**src/rtl/ccp_pkg.sv**
```systemverilog
`timescale 1ns/1ps
package ccp_pkg;
  localparam int BUS_W  = 8;
  localparam int DATA_W = 16;
  localparam int DC_W   = 2;

  localparam logic [1:0] ADDR_CTRL = 2'd0;
  localparam logic [1:0] ADDR_LO   = 2'd1;
  localparam logic [1:0] ADDR_HI   = 2'd2;

  localparam logic [3:0] M_OFF      = 4'b0000;
  localparam logic [3:0] M_TOGGLE   = 4'b0010;
  localparam logic [3:0] M_CAP_FALL = 4'b0100;
  localparam logic [3:0] M_CAP_R1   = 4'b0101;
  localparam logic [3:0] M_CAP_R4   = 4'b0110;
  localparam logic [3:0] M_CAP_R16  = 4'b0111;
  localparam logic [3:0] M_SET_HI   = 4'b1000;
  localparam logic [3:0] M_SET_LO   = 4'b1001;
  localparam logic [3:0] M_FLAG     = 4'b1010;
  localparam logic [3:0] M_TRIG     = 4'b1011;

  typedef enum logic [2:0] {K_OFF, K_RSVD, K_CAP, K_CMP, K_PWM} ccp_kind_e;

  function automatic ccp_kind_e decode_kind(input logic [3:0] m);
    ccp_kind_e k;
    casez (m)
      4'b0000: k = K_OFF;
      4'b0010: k = K_CMP;
      4'b01??: k = K_CAP;
      4'b10??: k = K_CMP;
      4'b11??: k = K_PWM;
      default: k = K_RSVD;
    endcase
    return k;
  endfunction
endpackage

```
**src/rtl/ccp_regs.sv**
```systemverilog
`timescale 1ns/1ps
module ccp_regs
  import ccp_pkg::*;
(
  input  logic              clk,
  input  logic              rst_n,
  input  logic              wr_en,
  input  logic [1:0]        wr_addr,
  input  logic [BUS_W-1:0]  wr_data,
  input  logic [1:0]        rd_addr,
  output logic [BUS_W-1:0]  rd_data,
  input  logic              cap_load,
  input  logic [DATA_W-1:0] cap_val,
  output logic [3:0]        mode_o,
  output logic [DC_W-1:0]   dc_o,
  output logic [DATA_W-1:0] data_o,
  output logic              mode_chg_o,
  output logic [3:0]        mode_new_o
);
  logic [3:0]        mode_q, mode_d;
  logic [DC_W-1:0]   dc_q, dc_d;
  logic [DATA_W-1:0] data_q, data_d;
  logic              wr_ctrl, wr_lo, wr_hi;

  assign wr_ctrl = wr_en && (wr_addr == ADDR_CTRL);
  assign wr_lo   = wr_en && (wr_addr == ADDR_LO);
  assign wr_hi   = wr_en && (wr_addr == ADDR_HI);

  always_comb begin
    mode_d = mode_q;
    dc_d   = dc_q;
    data_d = data_q;
    if (wr_ctrl) begin
      mode_d = wr_data[3:0];
      dc_d   = wr_data[4 +: DC_W];
    end
    if (mode_q == M_OFF)  data_d = '0;
    else if (wr_lo)       data_d[BUS_W-1:0] = wr_data;
    else if (wr_hi)       data_d[DATA_W-1:BUS_W] = wr_data;
    else if (cap_load)    data_d = cap_val;
  end

  always_ff @(posedge clk or negedge rst_n) begin
    if (!rst_n) begin
      mode_q <= '0;
      dc_q   <= '0;
      data_q <= '0;
    end else begin
      mode_q <= mode_d;
      dc_q   <= dc_d;
      data_q <= data_d;
    end
  end

  always_comb begin
    case (rd_addr)
      ADDR_CTRL: rd_data = {2'b00, dc_q, mode_q};
      ADDR_LO:   rd_data = data_q[BUS_W-1:0];
      ADDR_HI:   rd_data = data_q[DATA_W-1:BUS_W];
      default:   rd_data = '0;
    endcase
  end

  assign mode_o     = mode_q;
  assign dc_o       = dc_q;
  assign data_o     = data_q;
  assign mode_chg_o = wr_ctrl && (wr_data[3:0] != mode_q);
  assign mode_new_o = wr_data[3:0];

  assert_off_clears_R1: assert property (@(posedge clk) disable iff (!rst_n)
    (mode_q == M_OFF) |=> (data_q == '0))
    else $error("data register not cleared in off mode");

  assert_cap_load_R3: assert property (@(posedge clk) disable iff (!rst_n)
    (cap_load && mode_q != M_OFF && !wr_lo && !wr_hi) |=> (data_q == $past(cap_val)))
    else $error("capture did not load timer value");
endmodule

```
**src/rtl/ccp_capture.sv**
```systemverilog
`timescale 1ns/1ps
module ccp_capture
  import ccp_pkg::*;
#(
  parameter int SYNC_STAGES = 2,
  parameter int PRESC_W     = 4
)(
  input  logic       clk,
  input  logic       rst_n,
  input  logic       en,
  input  logic       clr,
  input  logic [3:0] mode,
  input  logic       pin_in,
  output logic       evt
);
  logic [SYNC_STAGES-1:0] sync_q, sync_d;
  logic                   prev_q;
  logic [PRESC_W-1:0]     cnt_q, cnt_d, tgt;
  logic                   s_now, rise, fall, rise_mode;

  generate
    if (SYNC_STAGES > 1) begin : g_chain
      assign sync_d = {sync_q[SYNC_STAGES-2:0], pin_in};
    end else begin : g_single
      assign sync_d = pin_in;
    end
  endgenerate

  assign s_now     = sync_q[SYNC_STAGES-1];
  assign rise      = s_now & ~prev_q;
  assign fall      = ~s_now & prev_q;
  assign rise_mode = (mode == M_CAP_R1) || (mode == M_CAP_R4) || (mode == M_CAP_R16);

  always_comb begin
    case (mode)
      M_CAP_R4:  tgt = PRESC_W'(3);
      M_CAP_R16: tgt = PRESC_W'(15);
      default:   tgt = '0;
    endcase
  end

  always_comb begin
    cnt_d = cnt_q;
    if (!en || clr)             cnt_d = '0;
    else if (rise && rise_mode) cnt_d = (cnt_q == tgt) ? '0 : cnt_q + 1'b1;
  end

  assign evt = en && ((mode == M_CAP_FALL) ? fall : (rise_mode && rise && (cnt_q == tgt)));

  always_ff @(posedge clk or negedge rst_n) begin
    if (!rst_n) begin
      sync_q <= '0;
      prev_q <= 1'b0;
      cnt_q  <= '0;
    end else begin
      sync_q <= sync_d;
      prev_q <= s_now;
      cnt_q  <= cnt_d;
    end
  end

  assert_presc_bound_R5: assert property (@(posedge clk) disable iff (!rst_n)
    en |-> (cnt_q <= tgt))
    else $error("capture prescaler beyond its limit");
endmodule

```
**src/rtl/ccp_compare.sv**
```systemverilog
`timescale 1ns/1ps
module ccp_compare
  import ccp_pkg::*;
(
  input  logic              clk,
  input  logic              rst_n,
  input  logic              en,
  input  logic [DATA_W-1:0] tmr,
  input  logic [DATA_W-1:0] cmp_val,
  output logic              evt
);
  logic eq, eq_q, eq_d;

  assign eq   = (tmr == cmp_val);
  assign eq_d = en ? eq : 1'b0;
  assign evt  = en && eq && !eq_q;

  always_ff @(posedge clk or negedge rst_n) begin
    if (!rst_n) eq_q <= 1'b0;
    else        eq_q <= eq_d;
  end

  assert_one_shot_R6: assert property (@(posedge clk) disable iff (!rst_n)
    evt |=> !evt)
    else $error("compare match repeated on consecutive cycles");
endmodule

```
**src/rtl/ccp_pwm.sv**
```systemverilog
`timescale 1ns/1ps
module ccp_pwm #(
  parameter int DUTY_W = 10,
  parameter int FINE_W = 2
)(
  input  logic                     clk,
  input  logic                     rst_n,
  input  logic                     en,
  input  logic                     prd_hit,
  input  logic [DUTY_W-1:0]        duty,
  input  logic [DUTY_W-FINE_W-1:0] tmr_lo,
  output logic                     lvl
);
  logic [DUTY_W-1:0] shadow_q, shadow_d;
  logic [FINE_W-1:0] fine_q, fine_d;
  logic              lvl_q, lvl_d;

  always_comb begin
    shadow_d = shadow_q;
    fine_d   = fine_q;
    lvl_d    = lvl_q;
    if (!en) begin
      shadow_d = '0;
      fine_d   = '0;
      lvl_d    = 1'b0;
    end else if (prd_hit) begin
      shadow_d = duty;
      fine_d   = FINE_W'(1);
      lvl_d    = (duty != '0);
    end else begin
      fine_d = fine_q + 1'b1;
      if ({tmr_lo, fine_q} == shadow_q) lvl_d = 1'b0;
    end
  end

  always_ff @(posedge clk or negedge rst_n) begin
    if (!rst_n) begin
      shadow_q <= '0;
      fine_q   <= '0;
      lvl_q    <= 1'b0;
    end else begin
      shadow_q <= shadow_d;
      fine_q   <= fine_d;
      lvl_q    <= lvl_d;
    end
  end

  assign lvl = lvl_q;

  assert_shadow_hold_R12: assert property (@(posedge clk) disable iff (!rst_n)
    (en && !prd_hit) |=> $stable(shadow_q))
    else $error("duty shadow changed mid-period");
endmodule

```
**src/rtl/ccp_unit.sv**
```systemverilog
`timescale 1ns/1ps
module ccp_unit
  import ccp_pkg::*;
#(
  parameter int DUTY_W      = 10,
  parameter int FINE_W      = 2,
  parameter int SYNC_STAGES = 2,
  parameter int PRESC_W     = 4
)(
  input  logic              clk,
  input  logic              rst_n,
  input  logic [DATA_W-1:0] tmr_val,
  input  logic              tmr_prd_hit,
  input  logic              cap_pin,
  input  logic              wr_en,
  input  logic [1:0]        wr_addr,
  input  logic [BUS_W-1:0]  wr_data,
  input  logic [1:0]        rd_addr,
  output logic [BUS_W-1:0]  rd_data,
  input  logic              flag_clr,
  output logic              pin_out,
  output logic              pin_oe,
  output logic              irq_flag,
  output logic              tmr_rst_stb
);
  localparam int TLO_W = DUTY_W - FINE_W;
  localparam int DHI_W = DUTY_W - DC_W;

  logic [3:0]        mode_q, mode_new;
  logic [DC_W-1:0]   dc_q;
  logic [DATA_W-1:0] data_q;
  logic              mode_chg;
  ccp_kind_e         kind;
  logic              cap_evt, cmp_evt, pwm_lvl;
  logic              pin_q, pin_d, flag_q, flag_d, stb_q, stb_d;
  logic [DUTY_W-1:0] duty;

  assign kind = decode_kind(mode_q);
  assign duty = {data_q[DHI_W-1:0], dc_q};

  ccp_regs u_regs (
    .clk, .rst_n, .wr_en, .wr_addr, .wr_data, .rd_addr, .rd_data,
    .cap_load(cap_evt), .cap_val(tmr_val),
    .mode_o(mode_q), .dc_o(dc_q), .data_o(data_q),
    .mode_chg_o(mode_chg), .mode_new_o(mode_new)
  );

  ccp_capture #(.SYNC_STAGES(SYNC_STAGES), .PRESC_W(PRESC_W)) u_cap (
    .clk, .rst_n, .en(kind == K_CAP), .clr(mode_chg), .mode(mode_q),
    .pin_in(cap_pin), .evt(cap_evt)
  );

  ccp_compare u_cmp (
    .clk, .rst_n, .en(kind == K_CMP), .tmr(tmr_val), .cmp_val(data_q), .evt(cmp_evt)
  );

  ccp_pwm #(.DUTY_W(DUTY_W), .FINE_W(FINE_W)) u_pwm (
    .clk, .rst_n, .en(kind == K_PWM), .prd_hit(tmr_prd_hit), .duty(duty),
    .tmr_lo(tmr_val[TLO_W-1:0]), .lvl(pwm_lvl)
  );

  always_comb begin
    pin_d = pin_q;
    if (mode_chg)            pin_d = (mode_new == M_SET_LO);
    else if (kind == K_OFF)  pin_d = 1'b0;
    else if (cmp_evt) begin
      case (mode_q)
        M_TOGGLE: pin_d = ~pin_q;
        M_SET_HI: pin_d = 1'b1;
        M_SET_LO: pin_d = 1'b0;
        default:  pin_d = pin_q;
      endcase
    end
  end

  always_comb begin
    flag_d = flag_q;
    if (kind == K_OFF)           flag_d = 1'b0;
    else if (cap_evt || cmp_evt) flag_d = 1'b1;
    else if (flag_clr)           flag_d = 1'b0;
  end

  assign stb_d = cmp_evt && (mode_q == M_TRIG);

  always_ff @(posedge clk or negedge rst_n) begin
    if (!rst_n) begin
      pin_q  <= 1'b0;
      flag_q <= 1'b0;
      stb_q  <= 1'b0;
    end else begin
      pin_q  <= pin_d;
      flag_q <= flag_d;
      stb_q  <= stb_d;
    end
  end

  assign pin_oe      = ((kind == K_CMP) && (mode_q != M_FLAG)) || (kind == K_PWM);
  assign pin_out     = pin_oe && ((kind == K_PWM) ? pwm_lvl : pin_q);
  assign irq_flag    = flag_q;
  assign tmr_rst_stb = stb_q;

  assert_off_quiet_R1: assert property (@(posedge clk) disable iff (!rst_n)
    (kind == K_OFF && !mode_chg) |=> (!irq_flag && !pin_out && !tmr_rst_stb))
    else $error("off mode not quiet");

  assert_toggle_R6: assert property (@(posedge clk) disable iff (!rst_n)
    (cmp_evt && mode_q == M_TOGGLE && !mode_chg) |=> (pin_q != $past(pin_q)))
    else $error("toggle mode did not invert pin");

  assert_trig_src_R9: assert property (@(posedge clk) disable iff (!rst_n)
    tmr_rst_stb |-> ($past(mode_q) == M_TRIG))
    else $error("timer-reset strobe outside trigger mode");
endmodule

```
**config.mk**
```make
export PLATFORM = sky130hd
export DESIGN_NAME = ccp_unit
export DESIGN_NICKNAME = d
export VERILOG_FILES = /design/src/rtl/ccp_pkg.sv /design/src/rtl/ccp_regs.sv /design/src/rtl/ccp_capture.sv /design/src/rtl/ccp_compare.sv /design/src/rtl/ccp_pwm.sv /design/src/rtl/ccp_unit.sv
export SDC_FILE = /design/constraint.sdc
export NUM_CORES = 1
export LEC_CHECK = 0
export BUFFER_PORTS_ARGS = -buffer_cell sky130_fd_sc_hd__buf_4
export CAP_MARGIN = 25
export CORE_MARGIN = 3
export CORE_UTILIZATION = 51
export DETAILED_ROUTE_END_ITERATION = 10
export GPL_TIMING_DRIVEN = 0
export PLACE_DENSITY = 0.76
export SLEW_MARGIN = 5
export SYNTH_ARGS = -nofsm -noshare
export SYNTH_HDL_FRONTEND = slang
export SYNTH_SLANG_ARGS = --single-unit
```
**constraint.sdc**
```tcl
create_clock -name clk -period 1.8 [get_ports clk]
set_input_delay 0.36 -clock clk [delete_from_list [all_inputs] [get_ports clk]]
set_output_delay 0.36 -clock clk [all_outputs]
set_load 0.01 [all_outputs]
```
==> flow_metrics.tcl <==
set metrics [dict create \
    outcome "finished, violations left" \
    violations "setup timing" \
    timing.final.setup_violations 19 \
    drt-vias-per-instance 5.69 \
    hold_slack_ns 0.0340 \
    num_rows 25 \
    ios 46 \
    synth_seq_area_share 0.423 \
    number_of_flops_mapped_to_enable_cells_by_yosys 0 \
    synthDominantAreaCellType "dfrtp_1" \
    powerDensity_nw_per_um2 943 \
    worst-path-buf-inv 1 \
    main_combinational_cell_family_by_area_after_synthesis "simple AND/OR/NAND/NOR gates" \
    final_layout_size_suffix_gt1_frac 0.304 \
    postSynth.topFlopCell "dfrtp_1" \
    initial_core_util 0.550 \
    antenna_violations_before_repair 0 \
    yosys_register_bits 46 \
    max_freq_mhz 524 \
    post_synth_most_frequent_cells "dfrtp_1 (46), mux2i_1 (27), nand2_1 (26)" \
    max-cap-violations 0 \
    num_antenna_cells 0 \
    drtPass1Iterations 4 \
    detail_route.drc_violations 0 \
    top_signal_layer_used "met4" \
    drt_wl_total_mm 7.25 \
    port_buffers 43 \
    multi_input_area_sq_um 1600 \
    tightestPinTransition_ns 0.701 \
    grt.overflow.total 0 \
    synth-warning-count 0 \
    clock-sinks 46 \
    synth.cell_area_sq_um 2720 \
    cts_hold_buf 0 \
    critical_path.cell_chain "buf_6 -> nand3b_1 -> mux2i_2 -> o31a_4 -> nand2_4 -> a31oi_4 -> o22ai_1" \
    met1Wirelength_mm 3.12 \
    cp_top_family "compound AO/OA/AOI/OAI gates" \
    clkLatencyLatePin_ns 0.31 \
    synthXorXnorAreaFrac 0.116 \
    met2RoutedLength_mm 3.56 \
    synth_largest_type_area_fraction 0.423 \
    die-height_um 79.0 \
    grt.total_usage 0.247 \
    h_tree_levels 2 \
    min_period_over_period 1.06 \
    critPathSlowestCell "dfrtp_1" \
    placed_cells 389 \
    hold_path_class "input port to asynchronous set/reset pin" \
    post_drt_wl_per_cell_um 17.7 \
    place.detailed.hpwl_mm 5.11 \
    met3_wirelength_um 436 \
    syn_avg_cell_area_sq_um 9.75 \
    timing_worst_setup_path_type "register to register" \
    gp_congestion 0.843 \
    routed-via-count 2328 \
    synth_fp_nets 314 \
    largest_clock_skew_in_the_final_design_ns 0.0104 \
    first_global_vias 2445 \
    flow.area_growth_from_synthesis_pct 28.4 \
    synth_adder_area_share 0.00460 \
    seq_area_sq_um 1150 \
    path_max_fanout 8 \
    postSynth.asyncResetShare 1.00 \
    synth-compound-area-share 0.135 \
    nNetsFinal 376 \
    synth.area.top_cells "dfrtp_1 (42%), mux2i_1 (9.9%), xnor2_1 (7.4%), xor2_1 (4.2%), nand2_1 (3.6%)" \
    maxSlewViolCount 0 \
    finish.utilization 0.707 \
    synth_cells 279 \
    fillCellCount 398 \
    timing.slew.headroom 0.533 \
    post_synth_mux_area_share 0.120 \
    p_leak_nw 1.57 \
    cts_inserted_buffers 5 \
    die_w_um 79.0 \
    ctsRootBufferMaster "clkbuf_8" \
    synth_area_in_simple_gates 0.163 \
    ctsLongestPathBuffers 2 \
    grt_start_max_net_pins 47 \
    worst_ep_required_ns 1.98 \
    layout_min_cycle_time_ns 1.91 \
    path_clk_slew_ns 0.10 \
    timing.critical_path.slowest_cell_delay_ns 0.41 \
    die_area_sq_um 6250 \
    antenna_left 0 \
    total_core_area_sq_um 4940 \
    vdd.ir_drop.worst_mv 0.649 \
    worstPathArrival_ns 2.09 \
    drc_marker_count_from_the_first_detailed_route_iteration 157 \
    grt_setup_unrepaired "true" \
    global_route_wire_length_before_repair_mm 12.0 \
    layout_cells_excl_fill 409 \
    timing.final.ws_setup_ns -0.108 \
    report.power.total_w 0.00329 \
    count_of_distinct_cell_types_in_the_synthesized_netlist 47 \
    report.final.hold_viol_count 0 \
    end_kind "register" \
    synth_most_common_cell "dfrtp_1" \
    critPathLaunchType "register" \
    cts_tree "built" \
    final.setup.tns_ns -1.37 \
]
## power by group
part	leakage (nW)	switching (W)	internal, W	total [W]
combinational	0.930	0.000595	0.000604	0.00120
sequential	0.601	0.000223	0.00121	0.00143
clock	0.0408	0.000384	0.000278	0.000662
## worst paths after layout
path	startpoint	slack, ns	to	cells past startpoint
worst max-delay path	u_regs.mode_o[1]	-0.11	u_regs.data_o[11]	7
worst max register to register	u_regs.mode_o[1]	-0.11	u_regs.data_o[11]	7
worst min register to register	u_cap.sync_q[0]	0.36	u_cap.sync_q[1]	0
max in group asynchronous	rst_n	1.32	u_regs.mode_o[3]	1
min in group clk	cap_pin	0.16	u_cap.sync_q[0]	1
worst min-delay path	rst_n	0.03	u_pwm.shadow_q[1]	1
## through the flow
stage / setup WS [ns] / instance area, sq um
after floorplan: 0.0139 / 2720
after global placement: -0.256 / 3130
after detailed placement: -0.288 / 3130
after CTS: -0.113 / 3410
after global routing: -0.190 / 3490
final: -0.108 / 3490
## sequential cells by signal, indices dropped and copies added, names as in the netlist
register and count:
pin_q 1, u_cmp.eq_q 1, tmr_rst_stb 1, u_pwm.shadow_q 10, u_pwm.lvl 1, u_pwm.fine_q 2
u_cap.cnt_q 4, irq_flag 1, u_regs.data_o 16, u_cap.sync_q 2, u_cap.prev_q 1, u_regs.dc_o 2
u_regs.mode_o 4
## routing by layer
layer  GRT usage  up-vias
li1            -     1104
met1       0.338     1136
met2       0.406       75
met3      0.0431       13
met4      0.0653        0
met5           0        -
## cell usage in the layout (no fill, tap or decap), types with 4 or more instances in the layout
cell type and count:
buf_4 52, dfrtp_1 45, mux2i_1 26, nand2_1 25, xnor2_1 23, nor2_1 22
xor2_1 13, o21ai_1 11, inv_1 11, buf_6 8, a22oi_1 7, o21ai_0 6
nand3_1 5, nand4_1 5, nor4_1 5, mux2_2 5, clkbuf_8 5, o22ai_2 4
o22ai_1 4
## cell families (layout without fill, tap and decap cells)
| logic type | Yosys count | after routing |
|---|---|---|
| simple gates | 89 | 89 |
| mux | 32 | 32 |
| fa+ha+maj | 1 | 1 |
| compound gates | 52 | 52 |
| xor+xnor | 36 | 36 |
| flops | 46 | 46 |
| buf+inv | 23 | 86 |
## worst reg2reg max path, cell delays in order (launching register included)
cell and delay [ns]:
dfrtp_1 0.41, buf_6 0.15, nand3b_1 0.12, mux2i_2 0.27
o31a_4 0.26, nand2_4 0.08, a31oi_4 0.36, o22ai_1 0.15
## area by class of cell
type                    instances  area share
clock inverters                 3     0.00681
inverters                      11      0.0118
multi-input cells             210       0.457
plain buffers                  11      0.0222
well taps                      67      0.0240
flip-flops and latches         46       0.330
repair buffers                 56       0.128
clock buffers                   5      0.0197
## what timing repair did
action,4_1_cts,5_1_grt
setup buffers,9,4
resized for setup,38,21
pin swaps,6,11
gates cloned,1,0
endpoints found under the setup margin,22,25
(Power assumes the default switching activity.)
